### src/rtl/mr_pkg.sv
package mr_pkg;
  typedef enum logic [1:0] {
    RND_NEAR = 2'b00,
    RND_DOWN = 2'b01,
    RND_UP   = 2'b10,
    RND_ZERO = 2'b11
  } rnd_mode_e;
endpackage

### src/rtl/mr_grs_reduce.sv
module mr_grs_reduce #(
  parameter int EXT_W = 8
) (
  input  logic [EXT_W-1:0] tail_i,
  output logic             guard_o,
  output logic             round_o,
  output logic             sticky_o
);
  assign guard_o = tail_i[EXT_W-1];
  assign round_o = tail_i[EXT_W-2];
  generate
    if (EXT_W >= 3) begin : g_sticky
      assign sticky_o = |tail_i[EXT_W-3:0];
    end else begin : g_no_sticky
      assign sticky_o = 1'b0;
    end
  endgenerate
endmodule

### src/rtl/mr_round_decide.sv
module mr_round_decide
  import mr_pkg::*;
(
  input  rnd_mode_e mode_i,
  input  logic      sign_i,
  input  logic      lsb_i,
  input  logic      guard_i,
  input  logic      round_i,
  input  logic      sticky_i,
  output logic      inc_o,
  output logic      inexact_o
);
  logic lost;
  assign lost      = guard_i | round_i | sticky_i;
  assign inexact_o = lost;

  always_comb begin
    unique case (mode_i)
      RND_NEAR: inc_o = guard_i & (round_i | sticky_i | lsb_i);
      RND_DOWN: inc_o = sign_i & lost;
      RND_UP:   inc_o = ~sign_i & lost;
      default:  inc_o = 1'b0;
    endcase
  end
endmodule

### src/rtl/mr_sig_increment.sv
module mr_sig_increment #(
  parameter int OUT_W = 24,
  parameter int EXP_W = 8
) (
  input  logic [OUT_W-1:0] sig_i,
  input  logic [EXP_W-1:0] exp_i,
  input  logic             inc_i,
  output logic [OUT_W-1:0] sig_o,
  output logic [EXP_W-1:0] exp_o
);
  logic [OUT_W:0] sum;
  assign sum = {1'b0, sig_i} + {{OUT_W{1'b0}}, inc_i};

  always_comb begin
    if (sum[OUT_W]) begin
      sig_o = {1'b1, {(OUT_W-1){1'b0}}};
      exp_o = exp_i + {{(EXP_W-1){1'b0}}, 1'b1};
    end else begin
      sig_o = sum[OUT_W-1:0];
      exp_o = exp_i;
    end
  end
endmodule

### src/rtl/mant_round_unit.sv
module mant_round_unit
  import mr_pkg::*;
#(
  parameter int OUT_W = 24,
  parameter int EXT_W = 8,
  parameter int EXP_W = 8,
  localparam int IN_W = OUT_W + EXT_W
) (
  input  logic             clk_i,
  input  logic             rst_ni,
  input  logic             valid_i,
  input  logic             sign_i,
  input  logic [EXP_W-1:0] exp_i,
  input  logic [IN_W-1:0]  sig_i,
  input  logic [1:0]       mode_i,
  output logic             valid_o,
  output logic             sign_o,
  output logic [EXP_W-1:0] exp_o,
  output logic [OUT_W-1:0] sig_o,
  output logic             inexact_o
);
  logic [OUT_W-1:0] kept;
  logic guard, rnd, sticky, inc, inexact;
  logic [OUT_W-1:0] sig_n;
  logic [EXP_W-1:0] exp_n;
  rnd_mode_e mode;

  assign kept = sig_i[IN_W-1:EXT_W];
  assign mode = rnd_mode_e'(mode_i);

  mr_grs_reduce #(.EXT_W(EXT_W)) u_grs (
    .tail_i  (sig_i[EXT_W-1:0]),
    .guard_o (guard),
    .round_o (rnd),
    .sticky_o(sticky)
  );

  mr_round_decide u_dec (
    .mode_i   (mode),
    .sign_i   (sign_i),
    .lsb_i    (kept[0]),
    .guard_i  (guard),
    .round_i  (rnd),
    .sticky_i (sticky),
    .inc_o    (inc),
    .inexact_o(inexact)
  );

  mr_sig_increment #(.OUT_W(OUT_W), .EXP_W(EXP_W)) u_inc (
    .sig_i(kept),
    .exp_i(exp_i),
    .inc_i(inc),
    .sig_o(sig_n),
    .exp_o(exp_n)
  );

  always_ff @(posedge clk_i or negedge rst_ni) begin
    if (!rst_ni) begin
      valid_o   <= 1'b0;
      sign_o    <= 1'b0;
      exp_o     <= '0;
      sig_o     <= '0;
      inexact_o <= 1'b0;
    end else begin
      valid_o <= valid_i;
      if (valid_i) begin
        sign_o    <= sign_i;
        exp_o     <= exp_n;
        sig_o     <= sig_n;
        inexact_o <= inexact;
      end
    end
  end
endmodule

### config.mk
export PLATFORM = sky130hd
export DESIGN_NAME = mant_round_unit
export DESIGN_NICKNAME = d
export VERILOG_FILES = /design/src/rtl/mr_pkg.sv /design/src/rtl/mr_grs_reduce.sv /design/src/rtl/mr_round_decide.sv /design/src/rtl/mr_sig_increment.sv /design/src/rtl/mant_round_unit.sv
export SDC_FILE = /design/constraint.sdc
export NUM_CORES = 1
export LEC_CHECK = 0
export ABC_AREA = 0
export ABC_CLOCK_PERIOD_IN_PS = 800
export BUFFER_PORTS_ARGS = -buffer_cell sky130_fd_sc_hd__buf_2
export CAP_MARGIN = 0
export CORE_ASPECT_RATIO = 1.75
export CORE_UTILIZATION = 49
export CTS_CLUSTER_DIAMETER = 120
export DETAILED_ROUTE_END_ITERATION = 12
export PLACE_DENSITY_LB_ADDON = 0.05
export REMOVE_ABC_BUFFERS = 1
export SLEW_MARGIN = 10
export SYNTH_ARGS = -nofsm -noshare
export SYNTH_HDL_FRONTEND = slang
export SYNTH_SLANG_ARGS = --single-unit
### constraint.sdc
create_clock -name clk_i -period 0.8 [get_ports clk_i]
set_input_delay 0.08 -clock clk_i [delete_from_list [all_inputs] [get_ports clk_i]]
set_output_delay 0.08 -clock clk_i [all_outputs]
set_load 0.01 [all_outputs]
## Yosys cells after proc, flatten, opt, wreduce, memory -nomap -nowiden

Index checks and enable logic that the tools add are counted.

- Word-level logic and storage cells: 22
- Memories kept: 0
- Bits of input ports: 46
- Bits in read-only memories: 0
- Bits in writable memories: 0
- Latch bits: 0
- Register bits after elaboration: 35
- Output and inout port bits: 35

- Reductions and logical operators: 2
- Magnitude comparators: 0
- Equal/unequal tests: 2
- Divide/modulo/power cells: 0
- Shift-type cells: 0
- Bitwise logic cells: 8
- Multiply operators: 0
- $add $sub $neg: 2
- Multiplexer cells: 3

Operators with widths:

| cell | count |
|---|---|
| adder 24 x 1 -> 25 bit | 1 |
| 2-to-1 mux 24 bit | 1 |
| adder 8 x 1 -> 8 bit, second input constant | 1 |
| 2-to-1 mux 8 bit | 1 |
| OR reduction 6 bit | 1 |
| OR 1 bit | 4 |
| bitwise AND 1 bit | 3 |
| case mux 1 bit (3 select lines) | 1 |
| == test 2 x 1 -> 1 bit, second input constant | 1 |
| == test 2 bit, second input constant | 1 |
| logical NOT 2 bit | 1 |
| inverter 1 bit | 1 |

## Longest topological paths before layout

- Word-level depth: 7
- Gate-level depth with buffers: 12
- Gate-level depth less buffers: 10

## Hierarchy

A second synthesis with hierarchy kept.

- Cells, all modules: 210
- Area, all modules: 2,372.3 µm²

Modules (own cells, without submodules):

| module | cells an instance | times used | area each (µm²) | seq. area each (µm²) |
|---|---|---|---|---|
| mant_round_unit | 73 | 1 | 1,442.6 | 875.8 |
| mr_sig_increment | 118 | 1 | 800.8 | 0.0 |
| mr_round_decide | 14 | 1 | 100.1 | 0.0 |
| mr_grs_reduce | 5 | 1 | 28.8 | 0.0 |

## Worst setup path before layout

OpenSTA, ideal clock, no wires.

- Path type: input to register
- From: input mode_i[0]
- To: register exp_o[2]
- Arrival time: 2.508 ns
- Setup slack: -1.790 ns
- Library setup time: 0.082 ns
- Stages: 11
- Cells stage by stage: inv_1 -> ha_1 -> xor2_1 -> a31oi_1 -> a211oi_1 -> ha_1 -> nand4_4 -> or4_1 -> buf_2 -> or4_1 -> a31oi_1

- Longest elaborated chain between the ends: 4

RTL lines:

| what | line | source |
|---|---|---|
| start, declared | mant_round_unit.sv:15 | `input logic [1:0] mode_i,` |
| == test 2 bit, or another cell as far along | mr_round_decide.sv:18 | `unique case (mode_i)` |
| case mux 1 bit (3 select lines) (*) | mr_round_decide.sv:18 |  |
| adder 24 x 1 -> 25 bit (*) | mr_sig_increment.sv:12 | `assign sum = {1'b0, sig_i} + {{OUT_W{1'b0}}, inc_i};` |
| 2-to-1 mux 8 bit (*) | mr_sig_increment.sv:15 | `if (sum[OUT_W]) begin` |
| end signal, assigned | mant_round_unit.sv:68 | `exp_o <= exp_n;` |
| end, declared | mant_round_unit.sv:18 | `output logic [EXP_W-1:0] exp_o,` |

Mark *: on every way between the ends. The rest lies on a longest branch, timed or not.
A chain may end at the register's enable or synchronous reset.

## Final worst setup path

- From: input mode_i[0]
- To: register exp_o[5]

Same word-level chain as after synthesis.

==> key figures <==
Worst setup path
  • Critical path data required time: 1.01 ns
  • Flop2flop setup slack: -0.06 ns
  • Critical path cell sequence: buf_8 -> inv_4 -> ha_4 -> xor2_2 -> a31oi_1 -> a211oi_2 -> ha_2 -> nand4_4 -> or4_4 -> buf_6 -> or4b_4 -> a31oi_1
  • Crit Path Class: in -> reg
  • Cells on worst reg2reg path: 3
  • Reg2reg end: exp_o[4]
  • Slowest-stage cell, CP: or4_4
  • CP peak stage delay: 0.56 ns
  • Crit end category: register
  • Worst Path Arrival: 2.55 ns
  • Worst-path maximum fanout: 8
  • Worst r2r src: exp_o[4]
  • Critical path startpoint category: input port
  • Most frequent CP cell: a31oi_1

STA
  • RSZ-0062 raised after global routing: yes
  • Slew Limit Fails: 0
  • Worst Tran Pin Value: 0.463 ns
  • Final Hold Fails: 0
  • Setup WS post-layout: -1.54 ns
  • Fmax: 0.428 GHz
  • Worst hold slack: 0.0625 ns
  • Rel. slew slack: 68.8%
  • Worst clock skew: 0 ns
  • Period Utilization, post-route: 292%
  • Period minus WS final: 2.34 ns
  • Setup Viol. Count Final: 67
  • Post-route setup TNS: -43.94 ns

Route
  • Via Count: 2472
  • Detailed-route DRC error count: 0
  • Wire per inst: 15.7 um
  • Initial DRC Count: 69
  • Via-to-Cell Ratio: 5.59
  • DRT antenna net count: 0
  • TritonRoute pass-1 iters: 4
  • WL final: 6930 um

Layout
  • Synth-to-Final Area Change: 67.7%
  • Fraction of layout cells with a size suffix above 1: 52.2%
  • Multi-input logic area: 0.00138 mm^2
  • Nets: 444
  • Register Area: 876 um^2
  • Fillers: 224
  • Ant diodes: 0

Yosys
  • FFs w/ async S/R, synth: 100%
  • Synth Flop Type: dfrtp_1
  • Sequential element share of the synthesized area: 41.2%
  • Synthesized area per cell: 8.88 um^2
  • Post-Syn Area: 0.00212 mm^2
  • Number of synthesized flops with an enable pin: 0
  • Cell variety after synth: 40
  • Number of synthesis warnings: 0
  • Yosys reg bits: 35
  • Mapped Cells: 239

CTS
  • H-tree levels: 2
  • Clk pin slew, worst setup/hold paths: 0.07 ns
  • Clock root buffer: clkbuf_8
  • CTS tree: built
  • Clk buf depth: 2
  • Clock Sinks: 35
  • Num CTS Buffers: 5
  • Worst-skew pair later-pin latency: 0.29 ns

Status
  • Status: complete, but fails checks
  • Failing checks: negative setup slack

Worst hold path
  • Hold path cells: 3
  • Min-Delay Path Class: in -> reg
  • Hold path startpoint: exp_i[7]
  • Min-Delay Endpoint: exp_o[7]

Placed design
  • Routability Congestion: 0.775
  • Dpl hpwl: 4270 um
  • # port buffers: 80

Floorplanning
  • I/O pins: 81
  • Initial core utilization: 51.2%
  • Die Y-Extent: 89.1 um
  • Row cnt: 31
  • Die X: 51.8 um
  • Die area: 0.00461 mm^2
  • Core Region: 0.00415 mm^2

Global route
  • Largest net degree at the start of global routing: 36
  • Most crowded layer after global routing: met2
  • M1 GR Usage: 30.2%
  • Grt ovf: 0
  • Vias in the first global route: 2279
  • Routing usage on met3: 4.42%
  • Initial antenna violation count: 0
  • M2 GR Usage: 54.5%
  • First-pass GRT wire length: 9950 um
  • Total track usage: 29.0%

Pwr
  • Peak VDD IR: 0.000977 V
  • Final Total Pwr: 4.58 mW
  • Power Dens Cells: 1290 mW/mm^2
  • P_leak: 1.62 nW

Job
  • Max Cap Violations: 0
placed cells by master, fill, tap and decap left out, types with 3 or more instances in the layout:
cell type   n
buf_2      77
buf_4      66
dfrtp_1    35
nor2_1     24
nand2_1    16
inv_1      13
xnor2_1    11
buf_6      11
a31oi_1    10
nand4_1     9
nand3_1     7
a21oi_1     7
o21ai_0     6
o22ai_2     6
clkbuf_8    5
or3_1       4
nor2_4      4
ha_1        4
buf_12      4
nor3_1      3
or4_4       3
or4_1       3
nor4_1      3
nand2b_1    3
o41ai_1     3
xor2_1      3
worst max-delay path, delay by kind of cell:
family | cells | cell delay [ns]
buffers and inverters | 3 | 0.26
xor gates and xnor gates | 1 | 0.16
AOI/OAI and AO/OA | 3 | 0.49
and+or+nand+nor | 3 | 1.13
adders and majority gates | 2 | 0.40
routing by layer:
layer	wire length (um)	share of wire, %	vias to the layer above
met5	0	0	-
met4	286	4.1	0
met3	280	4.0	27
met2	3940	57	98
met1	2430	35	1170
li1	-	-	1177
sequential cells by signal (all words and copies together), names as in the netlist:
name,cells
inexact_o,1
sig_o,24
sign_o,1
valid_o,1
exp_o,8
how the worst max path moves through the flow:
stage / to / slack (ns) / start
floorplan: exp_o[2] / -1.89 / mode_i[0]
finish: exp_o[5] / -1.54 / mode_i[0]
detailed placement: exp_o[4] / -2.08 / mode_i[0]
global placement: exp_o[7] / -1.94 / mode_i[0]
global route: exp_o[5] / -1.65 / mode_i[0]
CTS: exp_o[4] / -1.51 / mode_i[0]
Yosys cell counts, drive strengths merged, types with 6 or more instances:
master | number | area share, %
a31oi | 11 | 3.2
o22ai | 7 | 2.1
nor4 | 7 | 2.1
nand3 | 7 | 1.6
ha | 6 | 3.5
clkbuf | 11 | 1.9
inv | 14 | 2.5
a21oi | 9 | 2.1
xnor2 | 13 | 5.4
nand4 | 11 | 4.7
o21ai | 8 | 1.9
or4 | 6 | 2.1
nand2 | 16 | 2.8
dfrtp | 35 | 41
nor2 | 29 | 5.1
per-stage QoR:
step	util, %	cell area, um^2	worst slack (ns)	std cells
4_1_cts	81.4	3380	-1.51	435
2_1_floorplan	-	2060	-1.89	225
3_3_place_gp	72.7	3020	-1.94	415
6_report	85.8	3560	-1.54	442
3_5_place_dp	72.7	3020	-2.08	415
5_1_grt	85.8	3560	-1.65	442
cells by family (layout without fill, tap and decap cells):
group | count (synthesis) | after routing | synth area share, %
AND/OR/NAND/NOR | 100 | 100 | 26.3
AO/OA/AOI/OAI | 51 | 51 | 15.5
flip-flops | 35 | 35 | 41.2
buffers and inverters | 28 | 182 | 5.36
XOR/XNOR | 17 | 17 | 7.01
adder cells (fa/ha/maj) | 6 | 6 | 3.54
multiplexers | 2 | 2 | 1.06
power breakdown:
| part | internal (mW) | leakage, nW | switching, mW |
|---|---|---|---|
| sequential | 1.93 | 0.399 | 0.0812 |
| clock | 0.611 | 0.0422 | 0.653 |
| combinational | 0.655 | 1.17 | 0.649 |
layout make-up:
| cell class | count | area share, % |
|---|---|---|
| Tap cell | 49 | 1.72 |
| Multi-Input combinational cell | 176 | 38.7 |
| Clock buffer | 7 | 2.14 |
| Sequential cell | 35 | 24.6 |
| Clock inverter | 1 | 0.141 |
| Inverter | 14 | 1.55 |
| Timing Repair Buffer | 160 | 31.2 |
timing repair:
action                     CTS  global route
hold buffers                 1             0
gates cloned                 2             0
setup endpoints to repair   67            68
gates resized for setup     44            28
pin swaps                   38            21
hold endpoints to repair    35             0
setup buffers                9            10
Power figures use the tool's default switching activity.
